File: src/rtl/dbgarb_pkg.sv
package dbgarb_pkg;
  typedef enum logic [1:0] {
    ARB_IDLE  = 2'd0,
    ARB_WAIT  = 2'd1,
    ARB_BURST = 2'd2
  } arb_state_t;
endpackage

File: src/rtl/dbgarb_wait_timer.sv
// Counts busy waiting cycles; flags the last allowed one and saturates there.
module dbgarb_wait_timer #(
  parameter int LIMIT = 128
) (
  input  logic clk,
  input  logic rst_n,
  input  logic clear,
  input  logic step,
  output logic expired
);
  localparam int CW = $clog2(LIMIT);
  localparam logic [CW-1:0] LAST = CW'(LIMIT - 1);

  logic [CW-1:0] cnt_q;

  always_ff @(posedge clk or negedge rst_n) begin
    if (!rst_n)                      cnt_q <= '0;
    else if (clear)                  cnt_q <= '0;
    else if (step && cnt_q != LAST)  cnt_q <= cnt_q + CW'(1);
  end

  assign expired = (cnt_q == LAST);
endmodule

File: src/rtl/dbgarb_beat_counter.sv
// Holds the number of beats still owed to the debug access.
module dbgarb_beat_counter #(
  parameter int LEN_W = 4
) (
  input  logic             clk,
  input  logic             rst_n,
  input  logic             load,
  input  logic [LEN_W-1:0] load_val,
  input  logic             dec,
  output logic             last
);
  logic [LEN_W-1:0] left_q;

  always_ff @(posedge clk or negedge rst_n) begin
    if (!rst_n)    left_q <= '0;
    else if (load) left_q <= load_val;
    else if (dec)  left_q <= left_q - LEN_W'(1);
  end

  assign last = (left_q == LEN_W'(1));
endmodule

File: src/rtl/dbg_bus_arbiter.sv
module dbg_bus_arbiter
  import dbgarb_pkg::*;
#(
  parameter int LEN_W   = 4,
  parameter int TIMEOUT = 128
) (
  input  logic             clk,
  input  logic             rst_n,
  input  logic             req_valid,
  output logic             req_ready,
  input  logic [LEN_W-1:0] req_len,
  input  logic             cpu_bus_busy,
  input  logic             cpu_halted,
  output logic             bus_grant,
  output logic             cpu_freeze,
  output logic             acc_done
);
  localparam logic [LEN_W-1:0] ONE = LEN_W'(1);

  arb_state_t       state_q, state_d;
  logic [LEN_W-1:0] len_q;
  logic             freeze_q, freeze_d;
  logic             done_q, done_d;

  logic             tmr_clear, tmr_step, tmr_expired;
  logic             bc_load, bc_dec, bc_last;
  logic [LEN_W-1:0] bc_val;
  logic             take_now, single;

  dbgarb_wait_timer #(.LIMIT(TIMEOUT)) u_timer (
    .clk     (clk),
    .rst_n   (rst_n),
    .clear   (tmr_clear),
    .step    (tmr_step),
    .expired (tmr_expired)
  );

  dbgarb_beat_counter #(.LEN_W(LEN_W)) u_beats (
    .clk      (clk),
    .rst_n    (rst_n),
    .load     (bc_load),
    .load_val (bc_val),
    .dec      (bc_dec),
    .last     (bc_last)
  );

  assign take_now = cpu_halted || !cpu_bus_busy;
  assign single   = (len_q == ONE);

  always_comb begin
    state_d   = state_q;
    freeze_d  = freeze_q;
    done_d    = 1'b0;
    bus_grant = 1'b0;
    tmr_clear = 1'b0;
    tmr_step  = 1'b0;
    bc_load   = 1'b0;
    bc_dec    = 1'b0;
    bc_val    = len_q;
    unique case (state_q)
      ARB_IDLE: begin
        if (req_valid) begin
          state_d   = ARB_WAIT;
          tmr_clear = 1'b1;
        end
      end
      ARB_WAIT: begin
        if (take_now) begin
          bus_grant = 1'b1;
          if (single) begin
            state_d = ARB_IDLE;
            done_d  = 1'b1;
          end else begin
            state_d  = ARB_BURST;
            bc_load  = 1'b1;
            bc_val   = len_q - ONE;
            freeze_d = !cpu_halted;
          end
        end else if (tmr_expired) begin
          state_d  = ARB_BURST;
          bc_load  = 1'b1;
          bc_val   = len_q;
          freeze_d = 1'b1;
        end else begin
          tmr_step = 1'b1;
        end
      end
      ARB_BURST: begin
        bus_grant = 1'b1;
        bc_dec    = 1'b1;
        if (bc_last) begin
          state_d  = ARB_IDLE;
          freeze_d = 1'b0;
          done_d   = 1'b1;
        end
      end
      default: state_d = ARB_IDLE;
    endcase
  end

  always_ff @(posedge clk or negedge rst_n) begin
    if (!rst_n) begin
      state_q  <= ARB_IDLE;
      len_q    <= ONE;
      freeze_q <= 1'b0;
      done_q   <= 1'b0;
    end else begin
      state_q  <= state_d;
      freeze_q <= freeze_d;
      done_q   <= done_d;
      if (state_q == ARB_IDLE && req_valid)
        len_q <= (req_len == '0) ? ONE : req_len;
    end
  end

  assign req_ready  = (state_q == ARB_IDLE);
  assign cpu_freeze = freeze_q;
  assign acc_done   = done_q;
endmodule

File: config.mk
export PLATFORM = sky130hd
export DESIGN_NAME = dbg_bus_arbiter
export DESIGN_NICKNAME = d
export VERILOG_FILES = /design/src/rtl/dbgarb_pkg.sv /design/src/rtl/dbgarb_wait_timer.sv /design/src/rtl/dbgarb_beat_counter.sv /design/src/rtl/dbg_bus_arbiter.sv
export SDC_FILE = /design/constraint.sdc
export NUM_CORES = 1
export LEC_CHECK = 0
export ABC_CLOCK_PERIOD_IN_PS = 4100
export BUFFER_PORTS_ARGS = -buffer_cell sky130_fd_sc_hd__buf_4
export CORE_MARGIN = 8
export CORE_UTILIZATION = 61
export DETAILED_ROUTE_END_ITERATION = 8
export PLACE_DENSITY_LB_ADDON = 0.3
export RECOVER_POWER = 100
export SKIP_LAST_GASP = 1
export SLEW_MARGIN = 20
export SYNTH_ARGS = -nofsm -noshare
export SYNTH_HDL_FRONTEND = slang
export SYNTH_SLANG_ARGS = --single-unit
File: constraint.sdc
create_clock -name clk -period 4.1 [get_ports clk]
set_input_delay 0.82 -clock clk [delete_from_list [all_inputs] [get_ports clk]]
set_output_delay 0.82 -clock clk [all_outputs]
set_load 0.03 [all_outputs]
# --- Yosys cells after proc, flatten, opt, wreduce, memory -nomap -nowiden ---
# Cells that the tools add are included.
classes:
  eq_ne: 10
  addsub: 3
  n_mux: 35
  n_reduce_logical: 12
op_table:
  columns: ["operator", "count"]
  rows:
  - ["$mux W4", 6]
  - ["$mux W1", 18]
  - ["$mux W7", 2]
  - ["$mux W2", 5]
  - ["$eq A4 B1 Y1 const B", 2]
  - ["$sub A4 B1 Y4 const B", 2]
  - ["$add A7 B1 Y7 const B", 1]
  - ["$eq A7 B7 Y1 const B", 1]
  - ["$ne A7 B7 Y1 const B", 1]
  - ["$ne A3 B3 Y1 const B", 2]
  - ["$pmux W1 S2", 3]
  - ["$pmux W2 S3", 1]
  - ["$reduce_bool A2 Y1", 3]
  - ["$logic_not A4 Y1", 1]
  - ["$ne A2 B2 Y1 const B", 2]
  - ["$reduce_and A4 Y1", 1]
  - ["$reduce_and A3 Y1", 1]
  - ["$eq A2 B1 Y1 const B", 1]
  - ["$eq A2 B2 Y1 const B", 1]
  - ["$logic_and A1 B1 Y1", 2]
  - ["$logic_not A1 Y1", 2]
  - ["$logic_not A2 Y1", 1]
  - ["$logic_or A1 B1 Y1", 1]
word_totals:
  word_cells: 66
  input_bits: 9
  register_bits: 19

# --- Longest topological paths before layout ---
depth:
  ltp_word: 7
  mapped_depth: 7

# --- Modules after synthesis ---
# A second synthesis with hierarchy kept.
hier_totals:
  hier_cells: 118
  area_unflattened_um2: 1212.4
modules_own_cells:
  columns: ["mod", "area_per_inst_um2", "cells_per_inst", "instances"]
  rows:
  - ["dbg_bus_arbiter", 586.8, 58, 1]
  - ["dbgarb_wait_timer", 382.9, 38, 1]
  - ["dbgarb_beat_counter", 242.7, 22, 1]

# --- Least setup slack after synthesis ---
# No wires, ideal clock.
synth_path:
  kind: "input -> output"
  startpoint: "input port cpu_halted"
  endpoint: "output port bus_grant"
  n_path_buf: 1
  cell_stages: 4
  setup_slack_ns: 1.735
  arrival_time_ns: 1.545
  path_cell_list: "nand2b_1 -> clkbuf_1 -> and2_1 -> o21a_1"
synth_via:
  elab_chain_cells: 3
synth_rtl:
  columns: ["item", "line", "source"]
  rows:
  - ["start: declaration", "dbg_bus_arbiter.sv:13", "input logic cpu_halted,"]
  - ["$logic_or A1 B1 Y1", "dbg_bus_arbiter.sv:47", "assign take_now = cpu_halted || !cpu_bus_busy;"]
  - ["$mux W1", "dbg_bus_arbiter.sv:68", "if (take_now) begin"]
  - ["$pmux W1 S2", "dbg_bus_arbiter.sv:60", "unique case (state_q)"]
  - ["end: declaration", "dbg_bus_arbiter.sv:14", "output logic bus_grant,"]
# Every way passes these cells.

# --- Worst setup path in the final report ---
# Ends and elaborated chain as after synthesis.

==> metrics.txt <==
Slew Viols, Final=0; crit-path cells=buf_4 -> nand2b_1 -> and2_0 -> o21a_1 -> buf_4; kind of critical path=in -> out; power share of the sequential group=38.6%; Reg2Reg Launch Point=state_q[1]; max cap viols=0; fin crit period=approximately 2500 ps; DP Cell Count=149; DRC viols=0; Yosys reg bits=19; vias in the first global route=802; CP Capture Point=bus_grant; PwrDens=630 mW/mm2; drt pass-1 iters=4; share of layout cells above drive strength 1=11.7%; Clk pwr share=12.2%; Hold Buf Count CTS=0; Worst EP required=3280 ps; static leakage=0.588 nW; status=complete, no violations; Psw=about 0.33 mW; ANT nets after route=0; Max Freq=0.393 GHz; Tot Pwr=0.793 mW; antenna violations before repair=0; worst-skew pair later-pin latency=310 ps; Rel. slew slack=33.6%; CP endpoint kind=output port; Post-Syn Area=0.00116 mm2; DRT iter0 DRCs=14; first-pass GRT wire length=3.48 mm; HP Class=reg -> reg; RSZ-0062 raised after global routing=false; via count=838; CTS resizes=0; final setup vio count=0; die height=59.7 um; GRT Util Overall=roughly an eighth; Hold Violations, Final=0; worst reg-to-reg setup slack=just under 2000 ps; H-Tree Level Count=1; period utilization=62.0%; Synthesized Nets=135; hpwl dp=1.60 mm; final wirelength=just over 2 mm; layout net count=146; sequential fraction of the synthesis area=between 40% and 50%; slowest cell delay on critical path=230 ps; P_int=0.460 mW; Logic pwr share=49.2%; die area=0.00356 mm2; I/O pin count=13; average routed wire per standard cell=13.5 um; worst-case clock buffer depth=2; Netlist cell types=32; largest net degree at the start of global routing=20; Ys Warns=0; Worst EP arrival=roughly 1700 ps; CP bufs+invs=2; crit start category=input port; via density per instance=5.48; switch share=42.0%; area grow syn2layout=8.29%; CTS tree=built; routability congestion estimate=0.913; number of post-CTS setup repair buffers=0; cells on worst reg2reg path=6; final cell count without fillers=~150; Least-Margin Pin Slew=between 900 and 1000 ps; Worst path depth=5; setup TNS=0 ps; worst vdd ir=about 300 uV; cells after synthesis=118; GRT overflow=0; slowest stage cell, crit path=nand2b_1; Final Worst Setup Slack=1560 ps; worst-path fanout max=8; syn avg cell area=9.85 um2; Die Wd=59.7 um; reg2reg end=u_timer.cnt_q[5]; Rows=15; Crit path max-delay family=simple AND/OR/NAND/NOR gates; Setup WS pre-CTS=1570 ps; IO buf count=12; Initial Util=65.9%; most frequent CP cell=buf_4; CORE AREA=0.00176 mm2; Setup Skew=1.96 ps; TritonCTS Buffers=3; fill count=166; ant diodes=0; crit path launch=cpu_halted; hold_ws=approximately 530 ps; clock root cell=clkbuf_4; # clock sinks=19; Worst-path clk slew=110 ps
-- worst min path at each step --
| stage | start | endpoint | cells after the start |
|---|---|---|---|
| final | cpu_freeze | cpu_freeze | 1 |
| after global routing | cpu_freeze | cpu_freeze | 1 |
| after CTS | rst_n | u_beats.left_q[2] | 1 |
| after detailed placement | cpu_freeze | cpu_freeze | 1 |
| after global placement | cpu_freeze | cpu_freeze | 1 |
| after floorplan | u_timer.cnt_q[6] | u_timer.cnt_q[6] | 2 |
-- flip-flops by register name, indices dropped and copies added (netlist names) --
name and count:
cpu_freeze 1, u_beats.left_q 4, len_q 4, acc_done 1
u_timer.cnt_q 7, state_q 2
-- metrics by stage --
step	instance area [um2]	utilization, %
CTS	1270	72.2
floorplan	1160	-
global placement	1250	70.6
detailed placement	1250	70.6
global route	1260	71.3
finish	1260	71.3
-- per-layer routing --
layer | GRT usage, % | vias to the layer above | wire length, um | share of wire, %
met4 | 5.10 | 0 | 29 | 1.4
met1 | 14.9 | 392 | 976 | 47
met5 | 0 | - | 0 | 0
met2 | 21.4 | 17 | 954 | 46
li1 | - | 427 | - | -
met3 | 3.64 | 2 | 98 | 4.8
-- cell families after synthesis --
| logic type | after synthesis | synth area share, % |
|---|---|---|
| compound gates | 20 | 11.0 |
| flops | 19 | 41.0 |
| xor+xnor | 8 | 6.03 |
| buf+inv | 14 | 5.81 |
| mux | 11 | 9.80 |
| fa+ha+maj | 8 | 8.61 |
| simple gates | 38 | 17.8 |
-- cell type report --
class	count	area [um2]	area share, %
Sequential cell	19	477	37.9
Inverter	8	30.0	2.39
Timing Repair Buffer	12	75.1	5.96
Multi-Input combinational cell	85	618	49.1
Tap cell	25	31.3	2.49
Clock inverter	1	5.00	0.398
Clock buffer	3	22.5	1.79
-- layout by cell type, fill, tap and decap left out, types with 2 or more instances in the layout --
master	n
and2_0	2
nor2_1	9
mux2_2	3
o21ai_0	4
nand2b_1	4
a31oi_1	2
ha_1	8
nor3_1	3
xor2_1	2
inv_1	8
a211oi_1	2
nand3b_1	4
nand3_1	3
nor3b_1	2
a21oi_1	5
o21a_1	2
mux2i_1	8
dfrtp_1	18
clkbuf_1	4
xnor2_1	6
nand2_1	6
clkbuf_4	3
buf_4	8
-- cells in the mapped netlist --
cell,number,area (um2)
ha_1,8,100
a31oi_1,2,12.5
xnor2_1,6,52.6
clkbuf_1,4,15.0
o211ai_1,1,7.51
mux2_2,3,33.8
nor2_1,9,33.8
dfstp_2,1,26.3
nand3_1,3,15.0
o21ai_0,4,20.0
and4_1,1,8.76
a21oi_1,5,25.0
dfrtp_1,18,450
and2_1,3,18.8
xor2_1,2,17.5
nand2b_1,4,25.0
nor3_1,3,15.0
mux2i_1,8,80.1
nor3b_1,2,15.0
inv_1,8,30.0
buf_6,2,22.5
nor4b_1,1,8.76
a21o_1,1,7.51
a211oi_1,2,15.0
nand2_1,6,22.5
a211o_1,1,8.76
nand3b_1,4,30.0
a2111oi_0,1,8.76
o31ai_1,1,7.51
and3_1,1,6.26
o21a_1,2,15.0
or4_1,1,7.51
-- power groups by stage --
stage / sequential [mW] / clock, mW / combinational (mW)
after global routing: 0.314 / 0.106 / 0.438
final: 0.306 / 0.0970 / 0.390
after detailed placement: 0.313 / 0 / 0.400
after global placement: 0.307 / 0 / 0.386
after floorplan: 0.310 / 0 / 0.305
after CTS: 0.308 / 0.101 / 0.404
Note: power is estimated with default switching activity, not from simulation.
